===== config.mk =====
export PLATFORM = sky130hd
export DESIGN_NAME = wp_commit_seq
export DESIGN_NICKNAME = d
export VERILOG_FILES = /design/src/rtl/wpl_pkg.sv /design/src/rtl/wpl_latch.sv /design/src/rtl/wpl_buffer.sv /design/src/rtl/wpl_drain.sv /design/src/rtl/wp_commit_seq.sv
export SDC_FILE = /design/constraint.sdc
export NUM_CORES = 1
export LEC_CHECK = 0
export ABC_AREA = 1
export BUFFER_PORTS_ARGS = -buffer_cell sky130_fd_sc_hd__buf_2
export CAP_MARGIN = 20
export CORE_MARGIN = 5
export CORE_UTILIZATION = 35
export DETAILED_ROUTE_END_ITERATION = 16
export PLACE_DENSITY = 0.56
export SETUP_SLACK_MARGIN = 0.15
export SYNTH_ARGS = -nofsm -noshare
export SYNTH_HDL_FRONTEND = slang
export SYNTH_SLANG_ARGS = --single-unit

===== constraint.sdc =====
create_clock -name clk -period 3.2 [get_ports clk]
set_clock_uncertainty 0.2 [all_clocks]
set_input_delay 0 -clock clk [delete_from_list [all_inputs] [get_ports clk]]
set_output_delay 0 -clock clk [all_outputs]
set_load 0.02 [all_outputs]

===== src/rtl/wpl_pkg.sv =====
package wpl_pkg;

  typedef enum logic [1:0] {
    SEQ_IDLE  = 2'd0,
    SEQ_DRAIN = 2'd1,
    SEQ_HOLD  = 2'd2
  } seq_state_e;

  localparam logic [7:0] CODE_CLEAR = 8'h00;
  localparam logic [7:0] CODE_WEL   = 8'h02;
  localparam logic [7:0] CODE_RWEL  = 8'h06;

endpackage


===== src/rtl/wpl_latch.sv =====
module wpl_latch
  import wpl_pkg::*;
(
  input  logic       clk,
  input  logic       rst_n,
  input  logic       stat_wr,
  input  logic [7:0] stat_val,
  input  logic       apply,
  input  logic       drop,
  output logic       wel,
  output logic       rwel
);

  logic       pend_q, pend_d;
  logic [7:0] val_q, val_d;
  logic       wel_q, wel_d;
  logic       rwel_q, rwel_d;

  always_comb begin
    pend_d = pend_q;
    val_d  = val_q;
    wel_d  = wel_q;
    rwel_d = rwel_q;
    if (apply || drop) begin
      pend_d = 1'b0;
    end else if (stat_wr) begin
      pend_d = 1'b1;
      val_d  = stat_val;
    end
    if (apply && pend_q) begin
      unique case (val_q)
        CODE_CLEAR: begin
          wel_d  = 1'b0;
          rwel_d = 1'b0;
        end
        CODE_WEL: begin
          wel_d  = 1'b1;
          rwel_d = 1'b0;
        end
        CODE_RWEL: begin
          if (wel_q) rwel_d = 1'b1;
        end
        default: ;
      endcase
    end
  end

  always_ff @(posedge clk or negedge rst_n) begin
    if (!rst_n) begin
      pend_q <= 1'b0;
      wel_q  <= 1'b0;
      rwel_q <= 1'b0;
    end else begin
      pend_q <= pend_d;
      wel_q  <= wel_d;
      rwel_q <= rwel_d;
    end
  end

  always_ff @(posedge clk) begin
    if (stat_wr) val_q <= val_d;
  end

  assign wel  = wel_q;
  assign rwel = rwel_q;

endmodule


===== src/rtl/wpl_buffer.sv =====
module wpl_buffer #(
  parameter int AW    = 8,
  parameter int DEPTH = 8,
  localparam int IW   = (DEPTH > 1) ? $clog2(DEPTH) : 1,
  localparam int CW   = $clog2(DEPTH + 1)
) (
  input  logic          clk,
  input  logic          rst_n,
  input  logic          wr_req,
  input  logic          clr,
  input  logic [AW-1:0] wr_addr,
  input  logic [7:0]    wr_data,
  input  logic [IW-1:0] rd_idx,
  output logic [CW-1:0] count,
  output logic [AW-1:0] rd_addr,
  output logic [7:0]    rd_data
);

  logic [CW-1:0] cnt_q, cnt_d;
  logic          full;
  logic          take;
  logic [AW-1:0] ent_a [DEPTH];
  logic [7:0]    ent_d [DEPTH];

  assign full = (cnt_q == CW'(DEPTH));
  assign take = wr_req && !full;

  always_comb begin
    cnt_d = cnt_q;
    if (clr)       cnt_d = '0;
    else if (take) cnt_d = cnt_q + CW'(1);
  end

  always_ff @(posedge clk or negedge rst_n) begin
    if (!rst_n) cnt_q <= '0;
    else        cnt_q <= cnt_d;
  end

  for (genvar g = 0; g < DEPTH; g++) begin : g_entry
    logic hit;
    assign hit = take && (cnt_q == CW'(g));
    always_ff @(posedge clk) begin
      if (hit) begin
        ent_a[g] <= wr_addr;
        ent_d[g] <= wr_data;
      end
    end
  end

  assign count   = cnt_q;
  assign rd_addr = ent_a[rd_idx];
  assign rd_data = ent_d[rd_idx];

endmodule


===== src/rtl/wpl_drain.sv =====
module wpl_drain
  import wpl_pkg::*;
#(
  parameter int DEPTH    = 8,
  parameter int BUSY_CYC = 20,
  localparam int IW      = (DEPTH > 1) ? $clog2(DEPTH) : 1,
  localparam int CW      = $clog2(DEPTH + 1),
  localparam int BW      = $clog2(BUSY_CYC + 1)
) (
  input  logic          clk,
  input  logic          rst_n,
  input  logic          go,
  input  logic [CW-1:0] n_in,
  output logic [IW-1:0] rd_idx,
  output logic          draining,
  output logic          busy
);

  seq_state_e    st_q, st_d;
  logic [IW-1:0] idx_q, idx_d;
  logic [CW-1:0] n_q, n_d;
  logic [BW-1:0] bc_q, bc_d;
  logic          last;

  assign last = (CW'(idx_q) + CW'(1)) == n_q;

  always_comb begin
    st_d  = st_q;
    idx_d = idx_q;
    n_d   = n_q;
    bc_d  = bc_q;
    unique case (st_q)
      SEQ_IDLE: begin
        if (go) begin
          st_d  = SEQ_DRAIN;
          idx_d = '0;
          n_d   = n_in;
        end
      end
      SEQ_DRAIN: begin
        if (last) begin
          st_d = SEQ_HOLD;
          bc_d = BW'(BUSY_CYC);
        end else begin
          idx_d = idx_q + IW'(1);
        end
      end
      SEQ_HOLD: begin
        if (bc_q == BW'(1)) st_d = SEQ_IDLE;
        else                bc_d = bc_q - BW'(1);
      end
      default: st_d = SEQ_IDLE;
    endcase
  end

  always_ff @(posedge clk or negedge rst_n) begin
    if (!rst_n) begin
      st_q  <= SEQ_IDLE;
      idx_q <= '0;
      n_q   <= '0;
      bc_q  <= '0;
    end else begin
      st_q  <= st_d;
      idx_q <= idx_d;
      n_q   <= n_d;
      bc_q  <= bc_d;
    end
  end

  assign rd_idx   = idx_q;
  assign draining = (st_q == SEQ_DRAIN);
  assign busy     = (st_q != SEQ_IDLE);

endmodule


===== src/rtl/wp_commit_seq.sv =====
module wp_commit_seq #(
  parameter int AW        = 8,
  parameter int DEPTH     = 8,
  parameter int BUSY_CYC  = 20,
  parameter int STAT_ADDR = 63,
  localparam int IW       = (DEPTH > 1) ? $clog2(DEPTH) : 1,
  localparam int CW       = $clog2(DEPTH + 1)
) (
  input  logic          clk,
  input  logic          rst_n,
  input  logic [AW-1:0] ev_addr,
  input  logic [7:0]    ev_data,
  input  logic          ev_byte,
  input  logic          ev_stop,
  input  logic          ev_abort,
  output logic          commit_vld,
  output logic [AW-1:0] commit_addr,
  output logic [7:0]    commit_data,
  output logic          busy,
  output logic          wel,
  output logic          rwel
);

  logic          byte_ok, is_stat, to_stat, to_reg;
  logic          stop_ok, xfer_end;
  logic          spoil_q, spoil_d;
  logic          draining, go;
  logic [CW-1:0] count;
  logic [IW-1:0] rd_idx;

  assign byte_ok  = ev_byte && !ev_stop && !ev_abort;
  assign is_stat  = (ev_addr == AW'(STAT_ADDR));
  assign to_stat  = byte_ok && is_stat;
  assign to_reg   = byte_ok && !is_stat;
  assign stop_ok  = ev_stop && !ev_abort;
  assign xfer_end = ev_stop || ev_abort;

  always_comb begin
    spoil_d = spoil_q;
    if (xfer_end)                spoil_d = 1'b0;
    else if (to_reg && draining) spoil_d = 1'b1;
  end

  always_ff @(posedge clk or negedge rst_n) begin
    if (!rst_n) spoil_q <= 1'b0;
    else        spoil_q <= spoil_d;
  end

  assign go = stop_ok && rwel && !spoil_q && !busy && (count != '0);

  wpl_latch u_latch (
    .clk      (clk),
    .rst_n    (rst_n),
    .stat_wr  (to_stat),
    .stat_val (ev_data),
    .apply    (stop_ok),
    .drop     (ev_abort),
    .wel      (wel),
    .rwel     (rwel)
  );

  wpl_buffer #(.AW(AW), .DEPTH(DEPTH)) u_buf (
    .clk     (clk),
    .rst_n   (rst_n),
    .wr_req  (to_reg && !draining),
    .clr     (xfer_end),
    .wr_addr (ev_addr),
    .wr_data (ev_data),
    .rd_idx  (rd_idx),
    .count   (count),
    .rd_addr (commit_addr),
    .rd_data (commit_data)
  );

  wpl_drain #(.DEPTH(DEPTH), .BUSY_CYC(BUSY_CYC)) u_drain (
    .clk      (clk),
    .rst_n    (rst_n),
    .go       (go),
    .n_in     (count),
    .rd_idx   (rd_idx),
    .draining (draining),
    .busy     (busy)
  );

  assign commit_vld = draining;

endmodule


==> results.json <==
{
  "clk_pin_slew_ps": 60,
  "grt_pass1_vias": 4262,
  "cts_made_buffers": 17,
  "worstHoldPathType": "in2reg",
  "place.gp.congestion": 0.829,
  "wl_per_cell_um": 16.1,
  "core_area_mm2": 0.0187,
  "cp_max_fo": 3,
  "clockRootBuffer": "clkbuf_16",
  "met1_length_um": 6860,
  "placement.io_buffers": 40,
  "worst_ep_required_time_ps": 3350,
  "placedCellCount": 849,
  "yosys.area.top_type_share": 0.616,
  "ant_nets": 0,
  "yosysUniqueCellTypes": 31,
  "wl_met3_um": 583,
  "ioPinCount": 41,
  "cp-start-kind": "primary input",
  "holdWs_ps": 227,
  "tns_ps": 0,
  "insertion_delay_ps": 420,
  "cts_tree": "built",
  "die-height_um": 148,
  "drive_gt1_frac": 0.156,
  "timing.rr.start": "u_buf.count[0]$_DFFE_PN0P_",
  "clkSinkCount": 158,
  "relSlewSlack": 0.443,
  "fmax_mhz": 390,
  "num_antenna_cells": 0,
  "mostFrequentLayoutCell": "edfxtp_1",
  "viasPerCell": 4.90,
  "maxCapViolCount": 0,
  "hold_viol": 0,
  "p_leak_nw": 2.93,
  "cp_common_cell": "dlygate4sd3_1",
  "fin_cells": 905,
  "grt_setup_unrepaired": "no",
  "htreeDepth": 4,
  "synth_area_leader_cell": "edfxtp_1",
  "cp_slowest_cell": "dlygate4sd3_1",
  "dr_wl_met2_um": 6910,
  "synth_cells": 584,
  "synth.net_count": 612,
  "fillers": 1729,
  "fin_ws_ps": 635,
  "outcome": "finished clean",
  "path_cells": "dlygate4sd3_1 > buf_2 > inv_1 > nand2_1 > nor2_1 > dlygate4sd3_1 > nand3_1 > dlygate4sd3_1 > nand2_1 > dlygate4sd3_1",
  "cts_buffer_depth": 2,
  "grt_pass1_wl_um": 23100,
  "start_util": 0.355,
  "hpwl_um": 9070,
  "track_usage": 0.138,
  "powerDensity_mw_per_mm2": 538,
  "finalNetCount": 686,
  "antenna_found_initial": 0,
  "drc": 0,
  "wl_um": 14600,
  "synth.ff_latch_count": 158,
  "area_growth_pct": 20.0,
  "cpPeakStageDelay_ps": 590,
  "first_pass_iters": 5,
  "hp-start": "ev_data[2]",
  "vias": 4433,
  "avgSynthCellArea_um2": 11.4,
  "syn-cell-area_mm2": 0.00663,
  "mostFrequentLayoutCells": "edfxtp_1, nand2_1, nor2_1, o21ai_0, buf_2",
  "worstSetupPathType": "in2reg",
  "drt_iter0_markers": 307,
  "setup-violations-final": 0,
  "slew_violations": 0,
  "grt_overflow": 0,
  "yosys_warnings": 0,
  "dieArea_mm2": 0.0218,
  "highest_layer": "met4",
  "ys_seq_area_frac": 0.699,
  "period_needed_ps": 2560,
  "critPathCaptureType": "register",
  "die_w_um": 148,
  "grt_max_degree": 70,
  "startpoint": "ev_stop",
  "fin_crit_sh": 0.801,
  "tightest_slew_ps": 834,
  "cts_setup_buffers": 0,
  "arrival_ps": 2720,
  "r2r_slack_ps": 820,
  "dp_worst_setup_slack_ps": 858,
  "ys_top_cells_by_area": "edfxtp_1, dfrtp_1, nand2_1",
  "cts_resized": 0,
  "vdd_drop_max_mv": 0.381,
  "rows": 50
}
-- stage by stage --
step,utilization,power (mW),cell area [um^2]
2_1_floorplan,-,2.29,6630
5_1_grt,0.425,4.42,7960
3_5_place_dp,0.381,2.34,7130
3_3_place_gp,0.381,2.33,7130
6_report,0.425,4.28,7960
4_1_cts,0.425,4.33,7940
-- critical path, delay by kind of cell --
family	cells	cell delay, ps
buffers and inverters	6	2440
AND/OR/NAND/NOR	4	280
-- power breakdown --
part           switching [mW]  internal (mW)
registers            0.000484           2.24
clock network           0.758           1.21
logic                  0.0447         0.0289
-- path summary, 6_finish.rpt --
| check | endpoint | depth (start not counted) |
|---|---|---|
| setup / recovery | u_latch.pend_q$_DFFE_PN0P_ | 10 |
| hold reg to reg | spoil_q$_DFFE_PN0P_ | 2 |
| hold / removal | u_latch.val_q[2]$_DFFE_PP_ | 2 |
| min in group asynchronous | u_drain.rd_idx[2]$_DFFE_PN0P_ | 3 |
| max in group asynchronous | u_drain.rd_idx[0]$_DFFE_PN0P_ | 4 |
| setup reg to reg | u_buf.ent_a[5][1]$_DFFE_PP_ | 8 |
-- cell families after synthesis --
group / share of synthesized area
AND/OR/NAND/NOR: 0.162
flip-flops: 0.699
AO/OA/AOI/OAI: 0.0837
buffers and inverters: 0.0398
adder cells (fa/ha/maj): 0.0132
XOR/XNOR: 0.00264
-- repair_timing --
| item | CTS | global route |
|---|---|---|
| hold buffers | 23 | 0 |
| endpoints found under the setup margin | 0 | 0 |
| hold endpoints to repair | 182 | 0 |
-- area by class of cell --
cell class / count / area (um^2) / share of cell area
flip-flops and latches: 158 / 4640 / 0.582
multi-input cells: 370 / 1760 / 0.221
repair buffers: 82 / 581 / 0.0729
clock buffers: 19 / 433 / 0.0544
well taps: 234 / 293 / 0.0368
clock inverters: 13 / 148 / 0.0186
inverters: 29 / 109 / 0.0137
-- synthesized netlist by cell type --
cell	instances
nand2_1	110
nand3b_1	1
clkbuf_2	2
ha_1	7
buf_4	7
buf_1	1
or2_1	1
nand2_4	3
clkinv_1	1
o21ai_0	61
o21ai_1	11
xor2_1	2
nor3_2	1
clkbuf_1	7
edfxtp_1	136
nor3_1	8
nand3_2	1
nand4_1	2
a21oi_1	19
nand3_1	26
inv_1	24
buf_6	2
nand2_2	2
inv_2	4
nor2_2	1
nor2_4	1
nand4_4	1
a31oi_1	16
buf_2	8
dfrtp_1	22
nor2_1	96
-- metal layers --
metal  vias to the layer above  GRT usage
met2                       103      0.222
met1                      2134      0.183
li1                       2178          -
met3                        18     0.0319
met5                         -          0
met4                         0     0.0485
-- state kept, by name, indices dropped and copies added, names as in the netlist, 2 cells and up --
name / count
u_buf.ent_a: 64
u_drain.st_q: 2
u_drain.rd_idx: 3
u_drain.n_q: 4
u_buf.ent_d: 64
u_buf.count: 4
u_latch.val_q: 8
u_drain.bc_q: 5
No activity file was read; power rests on OpenSTA's default activity.
